`src/rtl/opnd_addr_pkg.sv`:
```
package opnd_addr_pkg;

  typedef enum logic [3:0] {
    MODE_IMM    = 4'd0,
    MODE_DIRECT = 4'd1,
    MODE_INDIR  = 4'd2,
    MODE_REG    = 4'd3,
    MODE_REGIND = 4'd4,
    MODE_DISP   = 4'd5,
    MODE_REL    = 4'd6,
    MODE_IDXINC = 4'd7,
    MODE_PRE    = 4'd8,
    MODE_POST   = 4'd9,
    MODE_STACK  = 4'd10
  } addrMode_e;

  typedef enum logic [2:0] {
    ST_IDLE,
    ST_PREQ,
    ST_PWAIT,
    ST_OREQ,
    ST_OWAIT,
    ST_FIN
  } seqState_e;

  // strobes from sequencer to datapath
  typedef struct packed {
    logic load;       // capture a new request
    logic memReq;     // drive a read at the held address
    logic capPtr;     // held address <= read word (+ index)
    logic ptrAddIdx;  // add latched register value on capPtr
    logic capOpnd;    // operand <= read word
    logic incWb;      // write back register + 1
  } seqStrobes_t;

endpackage

```
`src/rtl/opnd_addr_ctrl.sv`:
```
module opnd_addr_ctrl
  import opnd_addr_pkg::*;
#(
  parameter int LVL_W = 2
) (
  input  logic             clk,
  input  logic             rstN,
  input  logic             reqValid,
  input  logic [3:0]       reqMode,
  input  logic [LVL_W-1:0] reqLevels,
  output seqStrobes_t      strb,
  output logic             busy,
  output logic             done,
  output logic             illegalMode
);

  seqState_e        st, stNext;
  logic [3:0]       modeReg;
  logic [LVL_W-1:0] lvlLeft;
  logic [LVL_W-1:0] lvlStart;
  logic             illegalReg;

  assign lvlStart = (reqMode == MODE_INDIR && reqLevels != '0) ? reqLevels : LVL_W'(1);

  always_comb begin
    stNext = st;
    strb   = '0;
    case (st)
      ST_IDLE: begin
        if (reqValid) begin
          strb.load = 1'b1;
          case (reqMode)
            MODE_IMM, MODE_REG:              stNext = ST_FIN;
            MODE_INDIR, MODE_PRE, MODE_POST: stNext = ST_PREQ;
            MODE_DIRECT, MODE_REGIND, MODE_DISP, MODE_REL,
            MODE_IDXINC, MODE_STACK:         stNext = ST_OREQ;
            default:                         stNext = ST_FIN;
          endcase
        end
      end
      ST_PREQ: begin
        strb.memReq = 1'b1;
        stNext      = ST_PWAIT;
      end
      ST_PWAIT: begin
        strb.capPtr    = 1'b1;
        strb.ptrAddIdx = (modeReg == MODE_POST);
        stNext         = (lvlLeft == LVL_W'(1)) ? ST_OREQ : ST_PREQ;
      end
      ST_OREQ: begin
        strb.memReq = 1'b1;
        stNext      = ST_OWAIT;
      end
      ST_OWAIT: begin
        strb.capOpnd = 1'b1;
        stNext       = ST_FIN;
      end
      ST_FIN: begin
        strb.incWb = (modeReg == MODE_IDXINC);
        stNext     = ST_IDLE;
      end
      default: stNext = ST_IDLE;
    endcase
  end

  always_ff @(posedge clk or negedge rstN) begin
    if (!rstN) begin
      st         <= ST_IDLE;
      modeReg    <= '0;
      lvlLeft    <= '0;
      illegalReg <= 1'b0;
    end else begin
      st <= stNext;
      if (strb.load) begin
        modeReg    <= reqMode;
        lvlLeft    <= lvlStart;
        illegalReg <= (reqMode > MODE_STACK);
      end else if (strb.capPtr) begin
        lvlLeft <= lvlLeft - LVL_W'(1);
      end
    end
  end

  assign busy        = (st != ST_IDLE);
  assign done        = (st == ST_FIN);
  assign illegalMode = illegalReg;

endmodule

```
`src/rtl/opnd_addr_dp.sv`:
```
module opnd_addr_dp
  import opnd_addr_pkg::*;
#(
  parameter int DATA_W  = 16,
  parameter int REG_CNT = 8,
  localparam int REG_W  = $clog2(REG_CNT),
  localparam int SP_IDX = REG_CNT - 1
) (
  input  logic              clk,
  input  logic              rstN,
  input  seqStrobes_t       strb,
  input  logic [3:0]        reqMode,
  input  logic [DATA_W-1:0] reqField,
  input  logic [REG_W-1:0]  reqReg,
  input  logic [DATA_W-1:0] pcValue,
  input  logic              rfWrEn,
  input  logic [REG_W-1:0]  rfWrAddr,
  input  logic [DATA_W-1:0] rfWrData,
  input  logic [DATA_W-1:0] memData,
  output logic [DATA_W-1:0] memAddr,
  output logic [DATA_W-1:0] effAddr,
  output logic [DATA_W-1:0] operand
);

  logic [DATA_W-1:0] rf [REG_CNT];
  logic [DATA_W-1:0] selVal;
  logic [DATA_W-1:0] idxVal;
  logic [REG_W-1:0]  idxReg;
  logic [DATA_W-1:0] addrReg, opReg;
  logic [DATA_W-1:0] addrInit, opInit;
  logic [DATA_W-1:0] fieldPlusReg;

  assign selVal       = rf[reqReg];
  assign fieldPlusReg = reqField + selVal;

  always_comb begin
    addrInit = '0;
    opInit   = '0;
    case (reqMode)
      MODE_IMM: begin
        addrInit = reqField;
        opInit   = reqField;
      end
      MODE_REG: begin
        addrInit = DATA_W'(reqReg);
        opInit   = selVal;
      end
      MODE_DIRECT, MODE_INDIR, MODE_POST: addrInit = reqField;
      MODE_REGIND:                        addrInit = selVal;
      MODE_DISP, MODE_IDXINC, MODE_PRE:   addrInit = fieldPlusReg;
      MODE_REL:                           addrInit = reqField + pcValue;
      MODE_STACK:                         addrInit = rf[SP_IDX];
      default: begin
        addrInit = '0;
        opInit   = '0;
      end
    endcase
  end

  always_ff @(posedge clk or negedge rstN) begin
    if (!rstN) begin
      addrReg <= '0;
      opReg   <= '0;
      idxReg  <= '0;
      idxVal  <= '0;
    end else begin
      if (strb.load) begin
        addrReg <= addrInit;
        opReg   <= opInit;
        idxReg  <= reqReg;
        idxVal  <= selVal;
      end else if (strb.capPtr) begin
        addrReg <= memData + (strb.ptrAddIdx ? idxVal : '0);
      end else if (strb.capOpnd) begin
        opReg <= memData;
      end
    end
  end

  // register file: auto-increment write-back wins over the external port
  always_ff @(posedge clk or negedge rstN) begin
    if (!rstN) begin
      for (int i = 0; i < REG_CNT; i++) rf[i] <= '0;
    end else begin
      for (int i = 0; i < REG_CNT; i++) begin
        if (strb.incWb && idxReg == REG_W'(i))
          rf[i] <= rf[i] + DATA_W'(1);
        else if (rfWrEn && rfWrAddr == REG_W'(i))
          rf[i] <= rfWrData;
      end
    end
  end

  assign memAddr = addrReg;
  assign effAddr = addrReg;
  assign operand = opReg;

endmodule

```
`src/rtl/opnd_addr_gen.sv`:
```
module opnd_addr_gen
  import opnd_addr_pkg::*;
#(
  parameter int DATA_W  = 16,
  parameter int REG_CNT = 8,
  parameter int LVL_W   = 2,
  localparam int REG_W  = $clog2(REG_CNT)
) (
  input  logic              clk,
  input  logic              rstN,
  input  logic              reqValid,
  input  logic [3:0]        reqMode,
  input  logic [DATA_W-1:0] reqField,
  input  logic [REG_W-1:0]  reqReg,
  input  logic [LVL_W-1:0]  reqLevels,
  input  logic [DATA_W-1:0] pcValue,
  input  logic              rfWrEn,
  input  logic [REG_W-1:0]  rfWrAddr,
  input  logic [DATA_W-1:0] rfWrData,
  output logic              memReq,
  output logic [DATA_W-1:0] memAddr,
  input  logic [DATA_W-1:0] memData,
  output logic              busy,
  output logic              done,
  output logic [DATA_W-1:0] operand,
  output logic [DATA_W-1:0] effAddr,
  output logic              illegalMode
);

  seqStrobes_t strb;

  opnd_addr_ctrl #(.LVL_W(LVL_W)) i_ctrl (
    .clk         (clk),
    .rstN        (rstN),
    .reqValid    (reqValid),
    .reqMode     (reqMode),
    .reqLevels   (reqLevels),
    .strb        (strb),
    .busy        (busy),
    .done        (done),
    .illegalMode (illegalMode)
  );

  opnd_addr_dp #(.DATA_W(DATA_W), .REG_CNT(REG_CNT)) i_dp (
    .clk      (clk),
    .rstN     (rstN),
    .strb     (strb),
    .reqMode  (reqMode),
    .reqField (reqField),
    .reqReg   (reqReg),
    .pcValue  (pcValue),
    .rfWrEn   (rfWrEn),
    .rfWrAddr (rfWrAddr),
    .rfWrData (rfWrData),
    .memData  (memData),
    .memAddr  (memAddr),
    .effAddr  (effAddr),
    .operand  (operand)
  );

  assign memReq = strb.memReq;

endmodule

```
`config.mk`:
```
export PLATFORM = sky130hd
export DESIGN_NAME = opnd_addr_gen
export DESIGN_NICKNAME = d
export VERILOG_FILES = /design/src/rtl/opnd_addr_pkg.sv /design/src/rtl/opnd_addr_ctrl.sv /design/src/rtl/opnd_addr_dp.sv /design/src/rtl/opnd_addr_gen.sv
export SDC_FILE = /design/constraint.sdc
export NUM_CORES = 1
export LEC_CHECK = 0
export ABC_AREA = 0
export BUFFER_PORTS_ARGS = -buffer_cell sky130_fd_sc_hd__clkbuf_2
export CAP_MARGIN = 10
export CORE_UTILIZATION = 60
export CTS_BUF_LIST = sky130_fd_sc_hd__clkbuf_8
export CTS_CLUSTER_DIAMETER = 150
export DETAILED_ROUTE_END_ITERATION = 8
export MAX_ROUTING_LAYER = met4
export PLACE_DENSITY_LB_ADDON = 0.1
export SLEW_MARGIN = 40
export SYNTH_ARGS = -nofsm -noshare
export SYNTH_HDL_FRONTEND = slang
export SYNTH_HIERARCHICAL = 1
export SYNTH_SLANG_ARGS = --single-unit
```
`constraint.sdc`:
```
create_clock -name clk -period 5.3 [get_ports clk]
set_input_delay 1.06 -clock clk [delete_from_list [all_inputs] [get_ports clk]]
set_output_delay 1.06 -clock clk [all_outputs]
set_load 0.01 [all_outputs]
```
==> metrics.cfg <==
[run_status]
status=finished, final reports clean

[place]
io_buffer_count=131
dp_hpwl_um=30840
globalplace.congestion=0.9904
place_worst_setup_slack_ns=0.6348
placed_cell_area_um2=13480
place_inst=1734

[yosys]
yosys.cell_count.top_type=nor2_1
syn-num-nets=1539
synth_ff_type=dfrtp_1
yosysWarnings=6
synth_area_per_cell_um2=9.071
synth-seq-cells=189
synthCells=1415
ys_types=68
syn_area_um2=12830
synthTopCellsByArea=dfrtp_1 37%, nor2_1 7.3%, mux4_2 5.3%
synth_edf_count=0
synth.yosys.seq_area_share_pct=36.85
synthTopCellsByCount=249 x nor2_1, 189 x dfrtp_1, 97 x a21oi_1
yosysTopAreaCell=dfrtp_1
async_reset_ff_share_pct=100.0
yosysTopAreaCellShare_pct=36.85

[grt]
antenna_found_initial=0
grt_pass1_wl_um=63610
grt_pass1_vias=11270
grtUsageTotal_pct=39.35
overflow=0
grt_max_degree=107

[sta]
hold_ws_ns=0.5292
layout_min_cycle_time_ns=4.270
timing.fmax_mhz=234.2
rsz0062_at_grt=false
fin_crit_sh_pct=80.57
tightest_slew_ns=0.8351
fin_worst_skew_ns=0.02135
finalHoldViolations=0
drv_slew=0
finalSetupViolations=0
finalSetupTns_ns=0
max_slew_margin_pct=43.90
setup_ws_ns=1.030

[drt]
wl_um=41070
wl_per_cell_um=23.24
vias=12270
drc=0
drtIter0Drc=1350
postRouteAntennaNets=0
dr.pass1.iters=6
via_per_inst=6.943

[floorplan]
coreArea_um2=21020
die_height_um=148.3
dieArea_um2=21980
fp-row-count=53
die_x_um=148.3
io-pin-count=132
start_util_pct=61.06

[critical_path]
worstPathCellList=clkbuf_2 > buf_4 > buf_4 > mux4_2 > mux2i_1 > a21oi_1 > ha_1 > a21oi_1 > o21ai_0 > nor3_1 > a21boi_0 > a31oi_1 > o21ai_0 > xnor2_1 > o211ai_1
critPathRequiredTime_ns=5.66
cp.arrival_ns=4.63
critPathLaunchType=primary input
critical_path_class=primary input to register
cp_max_fo=13
crit_slowest_cell=mux4_2
end_kind=register
cp_slowest_stage_delay_ns=0.52

[power_and_ir_drop]
power_leakage_nw=5.867
pwr_density_cell_nw_per_um2=395.0
ir_worst_vdd_v=0.0002514
totalPowerFinal_mw=5.481

[clock_tree]
clkSlewWorstSetupHoldPaths_ns=0.12
cts_resized=0
numCtsBuffers=17
cts_setup_buffers=0
cts-root-buf=clkbuf_8
clkLatencyLatePin_ns=0.48
htree_levels=4
clkSinkCount=189
clockBufferDepth=2
ctsHoldBuffers=0
cts_tree=yes

[final_layout]
layout.nets=1602
fin_cells=1767
fin_area_um2=13870
layout-drive-gt1-share_pct=17.24
area_growth_pct=8.101
utilization_pct=66.00

[run]
maxCapViolations=0

[worst_hold_path]
worstHoldPathType=primary input to asynchronous set/reset pin

-- metal layers --
metal	vias up	GRT usage (%)	routed length, um	part of all wire, %
met1	5909	54.15	16320	40
met4	0	17.22	1734	4.2
met3	89	6.043	4884	12
met2	781	57.82	18140	44
met5	-	-	0	0
li1	5489	-	-	-
-- registers in the layout, indices dropped and copies added, names as in the netlist --
signal	count
i_ctrl/lvlLeft	2
i_dp/idxReg	3
i_dp/effAddr	16
i_dp/operand	16
i_ctrl/st	3
i_dp/rf	128
i_ctrl/illegalMode	1
i_ctrl/modeReg	4
i_dp/idxVal	16
-- report_power, final --
part | internal [mW] | switching [mW] | leakage, nW | total, mW
sequential | 1.88 | 0.576 | 2.17 | 2.45
clock | 0.386 | 0.591 | 0.201 | 0.977
combinational | 0.939 | 1.11 | 3.50 | 2.05
total | 3.20 | 2.28 | 5.87 | 5.48
-- layout by cell type (no fill, tap or decap), types with 10 or more instances in the layout --
cell and count:
a211oi_1 83, a21oi_1 96, a22oi_1 22, a311oi_1 57
a31oi_1 10, and2_1 19, and3_1 39, buf_4 16
clkbuf_2 130, clkbuf_8 20, dfrtp_1 189, ha_1 42
inv_1 15, mux2i_1 40, mux4_2 30, nand2_1 76
nand2b_1 10, nand3_1 38, nand4_1 23, nor2_1 249
nor2b_1 11, nor3_1 26, o21ai_0 59, o221a_2 13
o221ai_1 17, xnor2_1 11, xor2_1 13
-- kinds of logic after synthesis --
group / count (synthesis) / synth area share (%)
DFF: 189 / 36.85
buffers and inverters: 118 / 4.416
adders and majority gates: 44 / 4.406
muxes: 80 / 9.495
and+or+nand+nor: 532 / 19.89
AOI/OAI and AO/OA: 428 / 23.31
xor gates and xnor gates: 24 / 1.638
-- critical path: cells and delay by family --
family | cells | cell delay (ns)
adder cells (fa/ha/maj) | 1 | 0.36
AND/OR/NAND/NOR | 1 | 0.21
XOR/XNOR | 1 | 0.16
multiplexers | 2 | 0.86
buffers and inverters | 3 | 0.77
AO/OA/AOI/OAI | 7 | 1.20
-- cell type report --
class / instances / area (um2)
sequential: 189 / 4730
fill: 1761 / 7147
timing repair buffer: 147 / 795.8
clock buffer: 20 / 275.3
tap: 275 / 344.1
antenna: 1 / 2.502
multi-input combinational: 1108 / 7553
inverter: 15 / 56.30
clock inverter: 12 / 117.6
-- path summary, 6_finish.rpt --
kind | slack (ns) | cells past startpoint | from | endpoint
min in group clk | 0.53 | 1 | i_dp/rf[62] | i_dp/rf[62]
worst min-delay path | 0.53 | 1 | rstN | i_ctrl/lvlLeft[0]
worst min register to register | 0.53 | 1 | i_dp/rf[62] | i_dp/rf[62]
worst max-delay path | 1.03 | 15 | reqReg[0] | i_dp/effAddr[15]
max in group asynchronous | 3.78 | 2 | rstN | i_dp/operand[10]
worst max register to register | 1.18 | 15 | i_ctrl/st[1] | i_dp/effAddr[15]
Power figures use the tool's default switching activity.
